===== config.mk =====
export PLATFORM = sky130hd
export DESIGN_NAME = lsp_master
export DESIGN_NICKNAME = d
export VERILOG_FILES = /design/src/rtl/lsp_pkg.sv /design/src/rtl/lsp_tick_gen.sv /design/src/rtl/lsp_frame_shift.sv /design/src/rtl/lsp_master.sv
export SDC_FILE = /design/constraint.sdc
export NUM_CORES = 1
export LEC_CHECK = 0
export BUFFER_PORTS_ARGS = -buffer_cell sky130_fd_sc_hd__buf_2
export CORE_AREA = 2 2 77 79
export CTS_CLUSTER_DIAMETER = 200
export CTS_CLUSTER_SIZE = 30
export DETAILED_ROUTE_END_ITERATION = 6
export DIE_AREA = 0 0 79 81
export PLACE_DENSITY = 0.66
export SLEW_MARGIN = 20
export SYNTH_ARGS = -nofsm -noshare
export SYNTH_HDL_FRONTEND = slang
export SYNTH_HIERARCHICAL = 1
export SYNTH_SLANG_ARGS = --single-unit
export TNS_END_PERCENT = 5

===== constraint.sdc =====
create_clock -name clk -period 3 [get_ports clk]
set_clock_uncertainty 0.15 [all_clocks]
set_input_delay 0.15 -clock clk [delete_from_list [all_inputs] [get_ports clk]]
set_output_delay 0.15 -clock clk [all_outputs]
set_load 0.1 [all_outputs]

===== src/rtl/lsp_pkg.sv =====
package lsp_pkg;
   timeunit 1ns;
   timeprecision 1ps;

   typedef enum logic [1:0] {
      OP_READ   = 2'd0,
      OP_WRITE  = 2'd1,
      OP_STATUS = 2'd2,
      OP_RSVD   = 2'd3
   } lsp_op_e;

   typedef enum logic [1:0] {
      ST_IDLE  = 2'd0,
      ST_FRAME = 2'd1,
      ST_GAP   = 2'd2
   } lsp_state_e;

   localparam int HDR_BITS  = 3;
   localparam int TAIL_BITS = 2;
endpackage


===== src/rtl/lsp_tick_gen.sv =====
module lsp_tick_gen #(
   parameter int CLK_DIV = 4
) (
   input  logic clk,
   input  logic rst_n,
   input  logic run,
   output logic tick
);
   timeunit 1ns;
   timeprecision 1ps;

   localparam int CNT_W = (CLK_DIV > 1) ? $clog2(CLK_DIV) : 1;
   localparam logic [CNT_W-1:0] CNT_LAST = CNT_W'(CLK_DIV - 1);

   generate
      if (CLK_DIV < 1) begin : g_bad_div
         $error("CLK_DIV must be at least 1");
      end
   endgenerate

   logic [CNT_W-1:0] cnt;

   assign tick = run && (cnt == CNT_LAST);

   always_ff @(posedge clk or negedge rst_n) begin
      if (!rst_n)           cnt <= '0;
      else if (!run || tick) cnt <= '0;
      else                  cnt <= cnt + 1'b1;
   end

   generate
      if (CLK_DIV > 1) begin : g_spacing
         assert_tick_spacing_R14: assert property (@(posedge clk) disable iff (!rst_n)
            tick |=> !tick);
      end
   endgenerate
endmodule


===== src/rtl/lsp_frame_shift.sv =====
module lsp_frame_shift #(
   parameter int DATA_W = 8
) (
   input  logic                          clk,
   input  logic                          rst_n,
   input  logic                          load,
   input  logic [DATA_W+4:0]             load_word,
   input  logic                          rise,
   input  logic                          fall,
   input  logic                          miso,
   output logic                          mosi,
   output logic [$clog2(DATA_W+5)-1:0]   bit_idx,
   output logic [DATA_W-1:0]             rx_byte,
   output logic                          rx_flag
);
   timeunit 1ns;
   timeprecision 1ps;
   import lsp_pkg::*;

   localparam int FRAME_BITS = DATA_W + HDR_BITS + TAIL_BITS;
   localparam int IDX_W      = $clog2(FRAME_BITS);
   localparam int FIRST_RX   = HDR_BITS;
   localparam int FLAG_IDX   = HDR_BITS + DATA_W;
   localparam int LAST_IDX   = FRAME_BITS - 1;

   logic [FRAME_BITS-1:0] tx_sr;
   logic [DATA_W:0]       rx_sr;

   assign mosi    = tx_sr[FRAME_BITS-1];
   assign rx_byte = rx_sr[DATA_W:1];
   assign rx_flag = rx_sr[0];

   always_ff @(posedge clk or negedge rst_n) begin
      if (!rst_n) begin
         tx_sr   <= '0;
         rx_sr   <= '0;
         bit_idx <= '0;
      end else begin
         if (rise && bit_idx >= IDX_W'(FIRST_RX) && bit_idx <= IDX_W'(FLAG_IDX))
            rx_sr <= {rx_sr[DATA_W-1:0], miso};
         if (load) begin
            tx_sr   <= load_word;
            bit_idx <= '0;
         end else if (fall) begin
            tx_sr   <= {tx_sr[FRAME_BITS-2:0], 1'b0};
            bit_idx <= bit_idx + 1'b1;
         end
      end
   end

   assert_idx_bound_R2: assert property (@(posedge clk) disable iff (!rst_n)
      bit_idx <= IDX_W'(LAST_IDX));
endmodule


===== src/rtl/lsp_master.sv =====
module lsp_master #(
   parameter int DATA_W    = 8,
   parameter int CLK_DIV   = 4,
   parameter int GAP_CLKS  = 1,
   parameter bit AUTO_POLL = 1'b0
) (
   input  logic              clk,
   input  logic              rst_n,
   input  logic              req_valid,
   input  logic [1:0]        req_op,
   input  logic [DATA_W-1:0] req_wdata,
   output logic              busy,
   output logic              rx_valid,
   output logic [DATA_W-1:0] rx_data,
   output logic              rx_is_status,
   output logic              wr_ok,
   output logic              wr_retry,
   output logic              sclk,
   output logic              ss,
   output logic              mosi,
   input  logic              miso
);
   timeunit 1ns;
   timeprecision 1ps;
   import lsp_pkg::*;

   localparam int FRAME_BITS = DATA_W + HDR_BITS + TAIL_BITS;
   localparam int IDX_W      = $clog2(FRAME_BITS);
   localparam int LAST_IDX   = FRAME_BITS - 1;
   localparam int GAP_W      = $clog2(GAP_CLKS + 1);

   generate
      if (DATA_W < 1)   begin : g_bad_width $error("DATA_W must be at least 1"); end
      if (GAP_CLKS < 1) begin : g_bad_gap   $error("GAP_CLKS must be at least 1"); end
   endgenerate

   function automatic logic [FRAME_BITS-1:0] frame_word(lsp_op_e op, logic [DATA_W-1:0] d);
      return {1'b1, op != OP_WRITE, op == OP_STATUS,
              (op == OP_WRITE) ? d : {DATA_W{1'b0}}, 2'b00};
   endfunction

   lsp_state_e            state;
   lsp_op_e               cur_op, pend_op, req_op_e;
   logic                  pend_valid, poll_first;
   logic [DATA_W-1:0]     pend_data;
   logic [GAP_W-1:0]      gap_cnt;
   logic                  sclk_q, ss_q, tick, rise, fall, frame_last, gap_done, accept;
   logic                  load;
   logic [FRAME_BITS-1:0] load_word;
   logic [IDX_W-1:0]      bit_idx;
   logic [DATA_W-1:0]     rx_byte;
   logic                  rx_flag;
   logic                  rx_valid_q, rx_is_status_q, wr_ok_q, wr_retry_q;
   logic [DATA_W-1:0]     rx_data_q;

   assign req_op_e = lsp_op_e'(req_op);

   generate
      if (AUTO_POLL) begin : g_poll
         assign poll_first = (req_op_e == OP_WRITE) || (req_op_e == OP_STATUS);
      end else begin : g_direct
         assign poll_first = 1'b0;
      end
   endgenerate

   lsp_tick_gen #(.CLK_DIV(CLK_DIV)) u_tick (
      .clk(clk), .rst_n(rst_n), .run(state != ST_IDLE), .tick(tick));

   assign rise       = tick && !sclk_q && (state == ST_FRAME);
   assign fall       = tick &&  sclk_q && (state == ST_FRAME);
   assign frame_last = fall && (bit_idx == IDX_W'(LAST_IDX));
   assign gap_done   = (state == ST_GAP) && tick && sclk_q && (gap_cnt == GAP_W'(GAP_CLKS));
   assign accept     = (state == ST_IDLE) && req_valid;

   always_comb begin
      load      = 1'b0;
      load_word = '0;
      if (accept) begin
         load      = 1'b1;
         load_word = frame_word(poll_first ? OP_READ : req_op_e, req_wdata);
      end else if (frame_last) begin
         load = 1'b1;
      end else if (gap_done && pend_valid) begin
         load      = 1'b1;
         load_word = frame_word(pend_op, pend_data);
      end
   end

   lsp_frame_shift #(.DATA_W(DATA_W)) u_shift (
      .clk(clk), .rst_n(rst_n), .load(load), .load_word(load_word),
      .rise(rise), .fall(fall), .miso(miso), .mosi(mosi),
      .bit_idx(bit_idx), .rx_byte(rx_byte), .rx_flag(rx_flag));

   always_ff @(posedge clk or negedge rst_n) begin
      if (!rst_n) begin
         state          <= ST_IDLE;
         sclk_q         <= 1'b0;
         ss_q           <= 1'b0;
         cur_op         <= OP_READ;
         pend_op        <= OP_READ;
         pend_valid     <= 1'b0;
         pend_data      <= '0;
         gap_cnt        <= '0;
         rx_valid_q     <= 1'b0;
         rx_is_status_q <= 1'b0;
         rx_data_q      <= '0;
         wr_ok_q        <= 1'b0;
         wr_retry_q     <= 1'b0;
      end else begin
         rx_valid_q <= 1'b0;
         wr_ok_q    <= 1'b0;
         wr_retry_q <= 1'b0;
         case (state)
            ST_IDLE: begin
               if (req_valid) begin
                  state      <= ST_FRAME;
                  ss_q       <= 1'b1;
                  cur_op     <= poll_first ? OP_READ : req_op_e;
                  pend_valid <= poll_first;
                  pend_op    <= req_op_e;
                  pend_data  <= req_wdata;
               end
            end
            ST_FRAME: begin
               if (tick) sclk_q <= ~sclk_q;
               if (frame_last) begin
                  if (cur_op == OP_WRITE) begin
                     wr_ok_q    <= !rx_flag;
                     wr_retry_q <= rx_flag;
                  end else begin
                     rx_valid_q     <= (cur_op == OP_STATUS) || !rx_flag;
                     rx_is_status_q <= (cur_op == OP_STATUS);
                     rx_data_q      <= rx_byte;
                  end
                  if (cur_op == OP_STATUS) begin
                     state <= ST_IDLE;
                  end else begin
                     state   <= ST_GAP;
                     ss_q    <= 1'b0;
                     gap_cnt <= '0;
                  end
               end
            end
            ST_GAP: begin
               if (tick) sclk_q <= ~sclk_q;
               if (tick && !sclk_q) gap_cnt <= gap_cnt + 1'b1;
               if (gap_done) begin
                  if (pend_valid) begin
                     state      <= ST_FRAME;
                     ss_q       <= 1'b1;
                     cur_op     <= pend_op;
                     pend_valid <= 1'b0;
                  end else begin
                     state <= ST_IDLE;
                  end
               end
            end
            default: state <= ST_IDLE;
         endcase
      end
   end

   assign busy         = (state != ST_IDLE);
   assign sclk         = sclk_q;
   assign ss           = ss_q;
   assign rx_valid     = rx_valid_q;
   assign rx_data      = rx_data_q;
   assign rx_is_status = rx_is_status_q;
   assign wr_ok        = wr_ok_q;
   assign wr_retry     = wr_retry_q;

   assert_idle_clock_low_R1: assert property (@(posedge clk) disable iff (!rst_n)
      !busy |-> !sclk);
   assert_select_at_rise_R2: assert property (@(posedge clk) disable iff (!rst_n)
      (state == ST_FRAME && $rose(sclk)) |-> ss);
   assert_strobe_single_R5: assert property (@(posedge clk) disable iff (!rst_n)
      rx_valid |=> !rx_valid);
   assert_stale_dropped_R6: assert property (@(posedge clk) disable iff (!rst_n)
      (rx_valid && !rx_is_status) |-> !rx_flag);
   assert_retry_on_reject_R7: assert property (@(posedge clk) disable iff (!rst_n)
      wr_retry |-> rx_flag);
   assert_results_exclusive_R7: assert property (@(posedge clk) disable iff (!rst_n)
      $onehot0({rx_valid, wr_ok, wr_retry}));
   assert_gap_select_low_R9: assert property (@(posedge clk) disable iff (!rst_n)
      (state == ST_GAP) |-> !ss);
   assert_busy_after_accept_R12: assert property (@(posedge clk) disable iff (!rst_n)
      accept |=> busy);
endmodule


# --- Yosys cells after proc, flatten, opt, wreduce, memory -nomap -nowiden ---
# Cells that the tools add are included.
totals:
  output_inout_bits: 16
  word_cells: 118
  in_bits: 14
  regBits: 58
classes:
  mux: 43
  reduce_logical: 33
  eq_ne: 18
  n_bitwise: 2
  add_sub_neg: 3
  n_lt_le_gt_ge: 2
ops:
  columns: ["operator", "n"]
  rows:
  - ["2-to-1 mux 13 bit", 5]
  - ["2-to-1 mux 1 bit", 21]
  - ["2-to-1 mux 2 bit", 8]
  - ["2-to-1 mux 8 bit", 2]
  - ["logical AND 1 bit", 13]
  - ["inequality test 2 bit (second input constant)", 6]
  - ["equality test 2 bit (second input constant)", 5]
  - ["AND reduction 3 bit", 3]
  - ["equality test 2 x 1 -> 1 bit (second input constant)", 4]
  - ["2-to-1 mux 4 bit", 2]
  - ["AND reduction 4 bit", 2]
  - ["nonzero test 2 bit", 4]
  - ["one-hot mux 2 bit (3 select lines)", 1]
  - ["AND reduction 6 bit", 1]
  - ["adder 4 x 1 -> 4 bit (second input constant)", 1]
  - ["equality test 4 bit (second input constant)", 1]
  - ["greater-or-equal comparator 4 x 2 -> 1 bit (second input constant)", 1]
  - ["less-or-equal comparator 4 bit (second input constant)", 1]
  - ["inequality test 2 x 1 -> 1 bit (second input constant)", 2]
  - ["one-hot mux 1 bit (2 select lines)", 2]
  - ["one-hot mux 2 bit (2 select lines)", 1]
  - ["AND reduction 2 bit", 2]
  - ["zero test 1 bit", 3]
  - ["one-hot mux 1 bit (3 select lines)", 1]
  - ["other kinds (7)", 9]

# --- Depth between registers and ports, before layout ---
# Gate-level depths: netlist of run 1.
logic_depth:
  ltp_word: 10
  ltp_mapped: 11
  mapped_depth_nobuf: 9

# --- Modules after synthesis ---
# The synthesis of run 1 kept the hierarchy.
modules_own_cells:
  columns: ["module", "seq_area_each_um2", "area_per_inst_um2", "n_inst", "cells_each"]
  rows:
  - ["lsp_frame_shift", 650.6, 1393.8, 1, 135]
  - ["lsp_master", 525.5, 1121.1, 1, 100]
  - ["lsp_tick_gen", 50.0, 91.3, 1, 6]

# --- Worst setup path before layout of run 1 ---
# No wires, ideal clock.
synth_timing:
  path_kind: "register -> register"
  start: "register state[0]"
  end: "register u_shift.tx_sr[10]"
  path_slack_ps: 103
  required_time_ps: 2767
  path_stages_with_launch: 12
  arrival_time_ps: 2665
  n_path_buf: 2
  cell_sequence: "dfrtp_1 -> inv_1 -> ha_1 -> inv_1 -> and2_2 -> and3_4 -> nand4_4 -> nand2_1 -> clkbuf_1 -> clkbuf_1 -> nand2_1 -> o21ai_0"
synth_between:
  elab_cells_between_ends: 21
synth_rtl:
  columns: ["element", "line_no", "source"]
  rows:
  - ["from (decl)", "lsp_master.sv:42", "lsp_state_e state;"]
  - ["from (signal assigned)", "lsp_master.sv:96", "state <= ST_IDLE;"]
  - ["from (signal assigned)", "lsp_master.sv:116", "state <= ST_FRAME;"]
  - ["from (signal assigned)", "lsp_master.sv:136", "state <= ST_IDLE;"]
  - ["nonzero test 2 bit (*)", null, null]
  - ["via busy", "lsp_master.sv:12", "output logic busy,"]
  - ["logical AND 1 bit (*)", "lsp_tick_gen.sv:23", "assign tick = run && (cnt == CNT_LAST);"]
  - ["via tick", "lsp_master.sv:47", "logic sclk_q, ss_q, tick, rise, fall, frame_last, gap_done, accept;"]
  - ["logical AND 1 bit (*) (2 in series)", "lsp_master.sv:70", "assign fall = tick && sclk_q && (state == ST_FRAME);"]
  - ["via fall", "lsp_master.sv:47", null]
  - ["logical AND 1 bit (*)", "lsp_master.sv:71", "assign frame_last = fall && (bit_idx == IDX_W'(LAST_IDX));"]
  - ["2-to-1 mux 1 bit (*)", "lsp_master.sv:81", "end else if (frame_last) begin"]
  - ["2-to-1 mux 1 bit (*)", "lsp_master.sv:78", "if (accept) begin"]
  - ["via load", "lsp_master.sv:48", "logic load;"]
  - ["2-to-1 mux 13 bit / nonzero test 2 bit (equally long branches)", null, null]
  - ["to (signal assigned)", "lsp_frame_shift.sv:42", "tx_sr <= load_word;"]
  - ["to (signal assigned)", "lsp_frame_shift.sv:45", "tx_sr <= {tx_sr[FRAME_BITS-2:0], 1'b0};"]
  - ["to (decl)", "lsp_frame_shift.sv:26", "logic [FRAME_BITS-1:0] tx_sr;"]
# The timed path passes the listed nets; every way through them passes the cells marked *.
# A chain may end at the register's enable or synchronous reset.

# --- Worst setup path after layout of run 1 ---
layout_timing:
  start: "register state[0]"
  end: "register u_shift.rx_sr[1]"
layout_between:
  elab_chain_cells: 6
  elab_cells_between_ends: 7
layout_rtl:
  columns: ["element", "line_no", "source"]
  rows:
  - ["nonzero test 2 bit", "lsp_master.sv:67", ".clk(clk), .rst_n(rst_n), .run(state != ST_IDLE), .tick(tick));"]
  - ["logical AND 1 bit", "lsp_tick_gen.sv:23", null]
  - ["via tick", "lsp_master.sv:47", null]
  - ["logical AND 1 bit (2 in series)", "lsp_master.sv:69", "assign rise = tick && !sclk_q && (state == ST_FRAME);"]
  - ["via rise", "lsp_master.sv:47", null]
  - ["logical AND 1 bit (2 in series)", "lsp_frame_shift.sv:39", "if (rise && bit_idx >= IDX_W'(FIRST_RX) && bit_idx <= IDX_W'(FLAG_IDX))"]
  - ["to (signal assigned)", "lsp_frame_shift.sv:40", "rx_sr <= {rx_sr[DATA_W-1:0], miso};"]
  - ["to (decl)", "lsp_frame_shift.sv:27", "logic [DATA_W:0] rx_sr;"]
# The timed path passes the listed nets, and every way through them passes these cells.

==> impl_metrics.json, run 1 <==
{
  "status": "finished, final reports clean",
  "syn_inst": 241,
  "grt_pass1_wl_um": 8040,
  "hp-start": "req_wdata[2]",
  "root_buffer": "clkbuf_8",
  "postSynthAreaPerCell_um2": 10.8,
  "cp_max_fo": 10,
  "cts_tree": "built",
  "cap_violations": 0,
  "fp.dieW_um": 79,
  "multi_input_area_um2": 1280,
  "synth_seq_area_share_pct": 47.0,
  "drc": 0,
  "rsz0062_at_grt": "no",
  "area_growth_pct": 13.1,
  "worstSetupPathType": "flip-flop to flip-flop",
  "syn_area_um2": 2610,
  "final_cell_area_um2": 2950,
  "ctsResizeCount": 0,
  "hpwl_um": 3370,
  "synth.most_common_cell": "dfrtp_1",
  "wl_per_cell_um": 13.8,
  "final.setup.tns_ns": 0,
  "setup_viol": 0,
  "max_freq_mhz": 400,
  "hold_buffers": 2,
  "place_ws_ns": 0.497,
  "worstPathRequired_ns": 3.03,
  "cts_made_buffers": 5,
  "p_leak_nw": 1.40,
  "synthTopCellsByCount": "dfrtp_1 (49), o21ai_0 (24), nand2_1 (22), mux2i_1 (15), nor2b_1 (11)",
  "final_nets": 293,
  "drv_slew": 0,
  "ys_ff_latch": 49,
  "antenna_left": 0,
  "p_comb_share_pct": 29.0,
  "async_reset_ff_share_pct": 100,
  "swShare_pct": 34.9,
  "pwr-share-clk_pct": 26.3,
  "drive_gt1_share_pct": 21.6,
  "fin_crit_sh_pct": 83.2,
  "first_pass_iters": 4,
  "drtIter0Drc": 57,
  "ctsLongestPathBuffers": 2,
  "grt_util_all_layers_pct": 16.1,
  "worstRegToRegCells": 9,
  "clk_pin_slew_worst_paths_ns": 0.09,
  "reg2reg_slack_ns": 0.50,
  "std_cell_rows": 28,
  "hold_depth": 4,
  "yosys_warnings": 6,
  "grt_start_max_net_pins": 34,
  "relSlewSlack_pct": 51.4,
  "peakVddDrop_uv": 385,
  "p_per_area_nw_per_um2": 625,
  "reg2reg_to": "u_shift/rx_sr[1]",
  "cts_max_level": 2,
  "design.core.area_um2": 5680,
  "whs_ns": 0.0114,
  "pwr-share-seq_pct": 44.7,
  "fin_util_pct": 51.9,
  "worst_slack_ns": 0.503,
  "switching_power_w": 0.000643,
  "initial_core_util_pct": 45.9,
  "io_pins": 30,
  "vias": 1810,
  "worstSkewPairLatency_ns": 0.29,
  "postPlaceCellArea_um2": 2810,
  "synth_edf_count": 0,
  "worstMarginPinSlew_ns": 0.729,
  "antenna_found_initial": 0,
  "place.gp.congestion": 0.715,
  "viasPerCell": 5.20,
  "rr_startpoint": "state[0]",
  "hold_viol": 0,
  "cts_setup_buffers": 0,
  "ys_dominant_reg_cell": "dfrtp_1",
  "gr-total-overflow": 0,
  "endpoint_kind": "flip-flop",
  "p_int_w": 0.00120,
  "post-route-min-period_ns": 2.50,
  "die_h_um": 81,
  "regArea_um2": 1230,
  "hold_path_end": "u_shift/tx_sr[4]",
  "grt_pass1_vias": 1766,
  "die_area_um2": 6400,
  "worstPathArrival_ns": 2.53,
  "worst_setup_path_start_kind": "flip-flop",
  "synth_area_leaders": "dfrtp_1 (47%), mux2i_1 (5.8%), o21ai_0 (4.6%)",
  "antenna_cells": 0,
  "fill_cells": 525,
  "yosys.area.top_type_share_pct": 47.0,
  "yosys.area.top_type": "dfrtp_1",
  "yosysUniqueCellTypes": 43,
  "wirelength_um": 4810,
  "cts_sinks": 49,
  "hp-class": "input pin to flip-flop",
  "io_buffer_count": 29
}
==> sequential cells by signal, indices dropped and copies added (netlist names), 2 cells and up <==
register         count
u_tick/cnt           2
u_shift/bit_idx      4
state                2
cur_op               2
pend_op              2
u_shift/rx_sr        9
u_shift/tx_sr       13
rx_data              8
==> placed cells by master, fill, tap and decap left out, drive strengths merged, types with 2 or more instances in the layout <==
master | Yosys | final
nand2 | 22 | 22
ha | 7 | 7
nor2 | 9 | 9
o21ai | 27 | 27
nor2b | 11 | 11
a21oi | 4 | 4
xor2 | 2 | 2
mux2i | 15 | 15
nand3 | 2 | 2
inv | 7 | 7
o221a | 9 | 9
conb | 1 | 2
nand4 | 2 | 2
nor3 | 3 | 3
buf | 8 | 34
mux2 | 11 | 11
dlygate4sd3 | 0 | 2
and2 | 10 | 10
xnor2 | 2 | 2
clkbuf | 5 | 7
o22a | 9 | 9
nor3b | 10 | 10
and3 | 2 | 2
dfrtp | 49 | 49
nand2b | 5 | 5
==> worst max path at each step <==
stage	startpoint	to	slack, ns	cells after the start
3_5_place_dp	state[1]	u_shift/rx_sr[1]	0.50	9
6_report	state[0]	u_shift/rx_sr[1]	0.50	9
4_1_cts	state[0]	u_shift/rx_sr[1]	0.48	9
3_3_place_gp	state[0]	u_shift/rx_sr[2]	0.62	9
2_1_floorplan	state[0]	u_shift/tx_sr[10]	0.10	11
5_1_grt	state[0]	u_shift/rx_sr[1]	0.32	9
==> layer usage <==
layer,up-vias,wire length (um),global-route usage [%]
met3,2,140,3.44
met4,0,27,4.66
met5,-,0,0
met1,873,2350,19.7
li1,907,-,-
met2,28,2290,28.7
==> power by group through the flow <==
| stage | combinational [W] | sequential, W | clock, W |
|---|---|---|---|
| floorplan | 0.000335 | 0.000913 | 0 |
| global placement | 0.000526 | 0.000833 | 0 |
| detailed placement | 0.000537 | 0.000836 | 0 |
| CTS | 0.000540 | 0.000823 | 0.000502 |
| global route | 0.000586 | 0.000837 | 0.000530 |
| finish | 0.000533 | 0.000823 | 0.000483 |
==> layout make-up <==
cell class	instances	share of cell area, %
Clock inverter	1	1.02
Tap cell	75	3.18
Timing Repair Buffer	36	6.88
Sequential cell	49	41.6
Inverter	7	0.892
Multi-Input combinational cell	173	43.5
Clock buffer	7	2.93
==> stage by stage <==
stage,total power [W],cells
CTS,0.00186,348
finish,0.00184,348
floorplan,0.00125,242
detailed placement,0.00137,338
global placement,0.00136,338
global route,0.00195,348
==> kinds of logic after synthesis <==
kind of cell	after synthesis	synth area share (%)
AOI/OAI and AO/OA	55	14.9
DFF	49	47.0
other	1	0.144
xor gates and xnor gates	4	1.34
and+or+nand+nor	79	17.6
adders and majority gates	7	3.36
muxes	26	11.7
buffers and inverters	20	3.94
==> worst max-delay path: stages (launching register included) <==
cell and delay (ns):
dfrtp_1 0.41, inv_1 0.10, ha_1 0.23, inv_1 0.12
and2_2 0.18, nor2b_1 0.18, and2_1 0.35, o21ai_2 0.21
o22a_1 0.23, o221a_1 0.23
Power figures use the tool's default switching activity.
==> inputs of run 2 (changes only) <==
- PLACE_DENSITY: 0.66 -> 0.69
- clock period: 3 -> 2 ns (I/O delays scaled with it)
==> run 2 against run 1 <==
Compared with the run above:
- the flow now finishes with violations (setup timing)
- routed wire length rose by 5.9%
- maximum frequency rose by 25%
- hold slack improved by 0.076 ns
- final cell count rose by 7.8%
- cell area rose by 12%
- die area did not move
- worst setup slack got worse by 0.50 ns
- combinational power rose by 93%
- critical path depth rose by 1
- utilization rose by 6.2 points
- critical path type unchanged
- critical endpoint is now u_shift/rx_sr[6]
- largest cell class unchanged
- largest power group unchanged
==> impl_metrics.json, run 2 (same netlist as run 1, synthesis figures left out) <==
{
  "hold_viol": 0,
  "root_buffer": "clkbuf_8",
  "drv_slew": 0,
  "drc": 0,
  "worstPathArrival_ns": 2.08,
  "io_pins": 30,
  "path_cells": "inv_2 > ha_4 > clkinvlp_4 > and2_4 > nor2b_4 > and2_4 > buf_12 > nor3b_4 > o21ai_1 > o221a_1",
  "cts_sinks": 49,
  "final_cell_mix": "dfrtp_1 (49), buf_2 (29), nand2_1 (21)",
  "top_register": "u_shift/tx_sr",
  "cp_top_family": "simple AND/OR/NAND/NOR gates",
  "viasPerCell": 5.17,
  "drtIter0Drc": 144,
  "cp_slowest_stage_delay_ns": 0.40,
  "die_area_um2": 6400,
  "place.gp.congestion": 0.769,
  "clk_pin_slew_worst_paths_ns": 0.08,
  "place_ws_ns": 0.0211,
  "setup_viol": 1,
  "grt_pass1_wl_um": 8400,
  "cts_made_buffers": 5,
  "crit_path_frequent_cell": "and2_4",
  "worst_setup_path_start_kind": "flip-flop",
  "gr-total-overflow": 0,
  "whs_ns": 0.0874,
  "io_buffer_count": 29,
  "final_nets": 321,
  "initial_core_util_pct": 45.9,
  "fp.dieW_um": 79,
  "largest_register_ffs": 13,
  "max_freq_mhz": 500,
  "wl_per_cell_um": 13.6,
  "rsz0062_at_grt": "yes",
  "hpwl_um": 3290,
  "cp_max_fo": 5,
  "grt_pass1_vias": 1793,
  "vias": 1939,
  "endpoint_kind": "flip-flop",
  "cts_max_level": 2,
  "wirelength_um": 5090,
  "ctsLongestPathBuffers": 2,
  "grt_util_all_layers_pct": 16.6,
  "worstSkewPairLatency_ns": 0.29,
  "crit_slowest_cell": "dfrtp_1",
  "p_leak_nw": 1.55,
  "p_per_area_nw_per_um2": 861,
  "peakVddDrop_uv": 821,
  "cp_num_buf_inv": 3,
  "status": "complete, but fails checks",
  "cap_violations": 0,
  "worstPathRequired_ns": 2.08,
  "final_common_cell": "dfrtp_1",
  "antenna_found_initial": 0,
  "hp-class": "input pin to flip-flop",
  "design.core.area_um2": 5680,
  "die_h_um": 81,
  "antenna_left": 0,
  "cts_tree": "built",
  "drive_gt1_share_pct": 29.0,
  "worst_slack_ns": -0.0000446,
  "std_cell_rows": 28,
  "first_pass_iters": 4,
  "fin_crit_sh_pct": 100,
  "post-route-min-period_ns": 2.00,
  "antenna_cells": 0,
  "postPlaceCellArea_um2": 2930,
  "fin_util_pct": 58.1,
  "grt_start_max_net_pins": 22,
  "worstSetupPathType": "flip-flop to flip-flop",
  "final_cell_area_um2": 3300,
  "violations": "setup timing",
  "area_growth_pct": 26.5
}
==> run 2: area by class of cell <==
type	count	area, um^2
fill	501	2380
multi-input combinational	174	1360
sequential	49	1230
timing repair buffer	63	495
tap	75	93.8
clock buffer	7	86.3
inverter	7	30.0
==> run 2: metrics by stage <==
| step | total power (W) | TNS [ns] | std cells |
|---|---|---|---|
| floorplan | 0.00194 | -15.80 | 242 |
| global placement | 0.00217 | 0 | 347 |
| detailed placement | 0.00219 | 0 | 347 |
| CTS | 0.00279 | 0 | 365 |
| global route | 0.00304 | -1.20 | 375 |
| finish | 0.00284 | -0.0000446 | 375 |
==> run 2: worst paths after layout <==
| path | cells past startpoint | slack (ns) | endpoint | startpoint |
|---|---|---|---|---|
| max in group asynchronous | 3 | 1.01 | u_shift/rx_sr[0] | rst_n |
| worst max register to register | 10 | -0.00004 | u_shift/rx_sr[6] | state[1] |
| worst max-delay path | 10 | -0.00004 | u_shift/rx_sr[6] | state[1] |
| worst min-delay path | 3 | 0.09 | u_shift/rx_sr[0] | miso |
| min in group asynchronous | 2 | 0.12 | ss | rst_n |
| worst min register to register | 1 | 0.31 | u_tick/cnt[0] | u_tick/cnt[0] |
==> run 2: layer usage <==
layer,track usage (%),routed length [um],vias up
met2,26.4,2400,36
li1,-,-,968
met5,0,0,-
met1,22.5,2470,928
met4,5.00,66,0
met3,4.11,159,7
==> run 2: power breakdown <==
| group | total, W | leakage, nW | switching, W | internal (W) |
|---|---|---|---|---|
| Combinational | 0.00103 | 0.851 | 0.000614 | 0.000411 |
| Sequential | 0.00124 | 0.658 | 0.000110 | 0.00113 |
| Clock | 0.000570 | 0.0443 | 0.000296 | 0.000275 |
==> run 2: worst min-delay path, cell delays in order <==
cell,delay [ns]
buf_2,0.10
o22a_1,0.13
o221a_1,0.17
==> run 2: what timing repair did <==
action / in CTS / in global routing
setup buffers: 0 / 7
hold buffers: 11 / 0
gates resized for setup: 0 / 20
endpoints found under the setup margin: 0 / 33
hold endpoints to repair: 30 / 0
==> inputs of run 3 (changes only) <==
- CELL_PAD_IN_SITES_DETAIL_PLACEMENT: unset -> 1
- CELL_PAD_IN_SITES_GLOBAL_PLACEMENT: unset -> 2
- CORE_AREA: 2 2 77 79 -> 2 2 91 93
- DIE_AREA: 0 0 79 81 -> 0 0 93 95
- PLACE_DENSITY: 0.69 -> unset
- PLACE_DENSITY_LB_ADDON: unset -> 0.1
==> run 3 against run 2 <==
Compared with the run above:
- the flow now finishes without violations
- first-iteration DRC count is 75% lower
- clock-buffer cell count stayed put
- cell area is 0.11% lower
- worst setup slack better by 0.021 ns
- final cell count is 7.7% higher
- register-to-register slack better by 0.02 ns
- sequential power hardly changed
- maximum frequency is 1.1% higher
- hold slack worse by 0.035 ns
- critical endpoint is now rx_data[1]
- highest routed layer unchanged
==> impl_metrics.json, run 3 (same netlist as run 1, synthesis figures left out) <==
{
  "hpwl_um": 4050,
  "reg2reg_slack_ns": 0.02,
  "rr_startpoint": "state[1]",
  "hold_depth": 5,
  "grt_pass1_wl_um": 10000,
  "die_area_um2": 8840,
  "drtIter0Drc": 36,
  "grt_start_max_net_pins": 36,
  "status": "finished, final reports clean",
  "setup_viol": 0,
  "p_leak_nw": 1.55,
  "max_freq_mhz": 505,
  "worstPathRequired_ns": 2.05,
  "viasPerCell": 4.77,
  "worst_setup_path_start_kind": "flip-flop",
  "cts_sinks": 49,
  "worstPathArrival_ns": 2.03,
  "worstSkewPairLatency_ns": 0.31,
  "cts_tree": "built",
  "peakVddDrop_uv": 449,
  "design.core.area_um2": 7930,
  "worstSetupPathType": "flip-flop to flip-flop",
  "gr-total-overflow": 0,
  "hold_viol": 0,
  "largest_register_ffs": 13,
  "multi_input_area_um2": 1350,
  "final_nets": 319,
  "cap_violations": 0,
  "wl_per_cell_um": 14.9,
  "endpoint_kind": "flip-flop",
  "drive_gt1_share_pct": 29.1,
  "worstRegToRegCells": 8,
  "area_growth_pct": 26.3,
  "first_pass_iters": 4,
  "root_buffer": "clkbuf_8",
  "grt_pass1_vias": 2024,
  "final_common_cell": "dfrtp_1",
  "std_cell_rows": 33,
  "wirelength_um": 6020,
  "vias": 1926,
  "post-route-min-period_ns": 1.98,
  "antenna_left": 0,
  "top_register": "u_shift/tx_sr",
  "worst_slack_ns": 0.0209,
  "antenna_found_initial": 0,
  "hold_path_end": "u_shift/tx_sr[12]",
  "cts_made_buffers": 5,
  "fill_cells": 889,
  "clk_pin_slew_worst_paths_ns": 0.09,
  "io_pins": 30,
  "grt_util_all_layers_pct": 14.4,
  "drv_slew": 0,
  "final_cell_mix": "dfrtp_1 (49), buf_2 (29), nand2_1 (21)",
  "place_ws_ns": -0.0115,
  "p_per_area_nw_per_um2": 914,
  "postPlaceCellArea_um2": 2990,
  "rsz0062_at_grt": "yes",
  "fp.dieW_um": 93,
  "crit_path_start": "state[1]",
  "initial_core_util_pct": 32.9,
  "regArea_um2": 1230,
  "fin_crit_sh_pct": 99.0,
  "cts_max_level": 2,
  "cp_max_fo": 6,
  "die_h_um": 95,
  "place.gp.congestion": 0.707,
  "io_buffer_count": 29,
  "antenna_cells": 0,
  "hp-start": "req_valid",
  "hp-class": "input pin to flip-flop",
  "drc": 0,
  "final_cell_area_um2": 3290,
  "ctsLongestPathBuffers": 2,
  "reg2reg_to": "rx_data[1]"
}
[run 3: per-layer routing]
metal / global-route usage (%) / vias up / routed length [um]
li1: - / 959 / -
met1: 19.7 / 938 / 2970
met2: 23.1 / 21 / 2830
met3: 2.95 / 8 / 140
met4: 4.17 / 0 / 76
met5: 0 / - / 0
[run 3: worst max-delay path: stages (launching register included)]
cell	delay (ns)
dfrtp_1	0.37
inv_2	0.06
ha_4	0.17
clkinvlp_4	0.06
and2_4	0.15
and3_4	0.20
nand4_4	0.13
nand2b_4	0.25
mux2_4	0.33
[run 3: final cells by class]
type                       count  share of cell area (%)
multi-input combinational    174                    40.9
timing repair buffer          61                    13.4
tap                          105                    3.99
inverter                       7                   0.912
sequential                    49                    37.2
clock buffer                   7                    2.62
clock inverter                 1                   0.912
[run 3: per-stage QoR]
step | hold WS, ns | util [%] | TNS [ns] | power (W) | std cells
2_1_floorplan | -0.346 | - | -15.80 | 0.00194 | 242
3_3_place_gp | -0.0989 | 37.8 | 0 | 0.00221 | 380
3_5_place_dp | -0.0885 | 37.8 | -0.0773 | 0.00223 | 380
4_1_cts | 0.0513 | 40.8 | -0.0275 | 0.00303 | 400
5_1_grt | 0.0852 | 41.5 | -1.61 | 0.00322 | 404
6_report | 0.0526 | 41.5 | 0 | 0.00301 | 404
[run 3: how the worst max path moves through the flow]
stage	cells after the start	slack [ns]	to
after floorplan	11	-0.53	u_shift/rx_sr[7]
after global placement	6	0.004	rx_data[7]
after detailed placement	8	-0.01	rx_data[1]
after CTS	8	-0.008	rx_data[1]
after global routing	8	-0.11	rx_data[2]
final	8	0.02	rx_data[1]
[run 3: what timing repair did]
action / in CTS / in global routing
hold buffers: 11 / 0
gates cloned: 0 / 1
resized for setup: 4 / 11
pin swaps: 0 / 2
endpoints found under the hold margin: 61 / 0
buffers inserted: 1 / 3
endpoints found under the setup margin: 11 / 24
[run 3: power breakdown]
group	internal (W)	switching, W
clock network	0.000409	0.000346
registers	0.00113	0.000113
logic	0.000394	0.000615
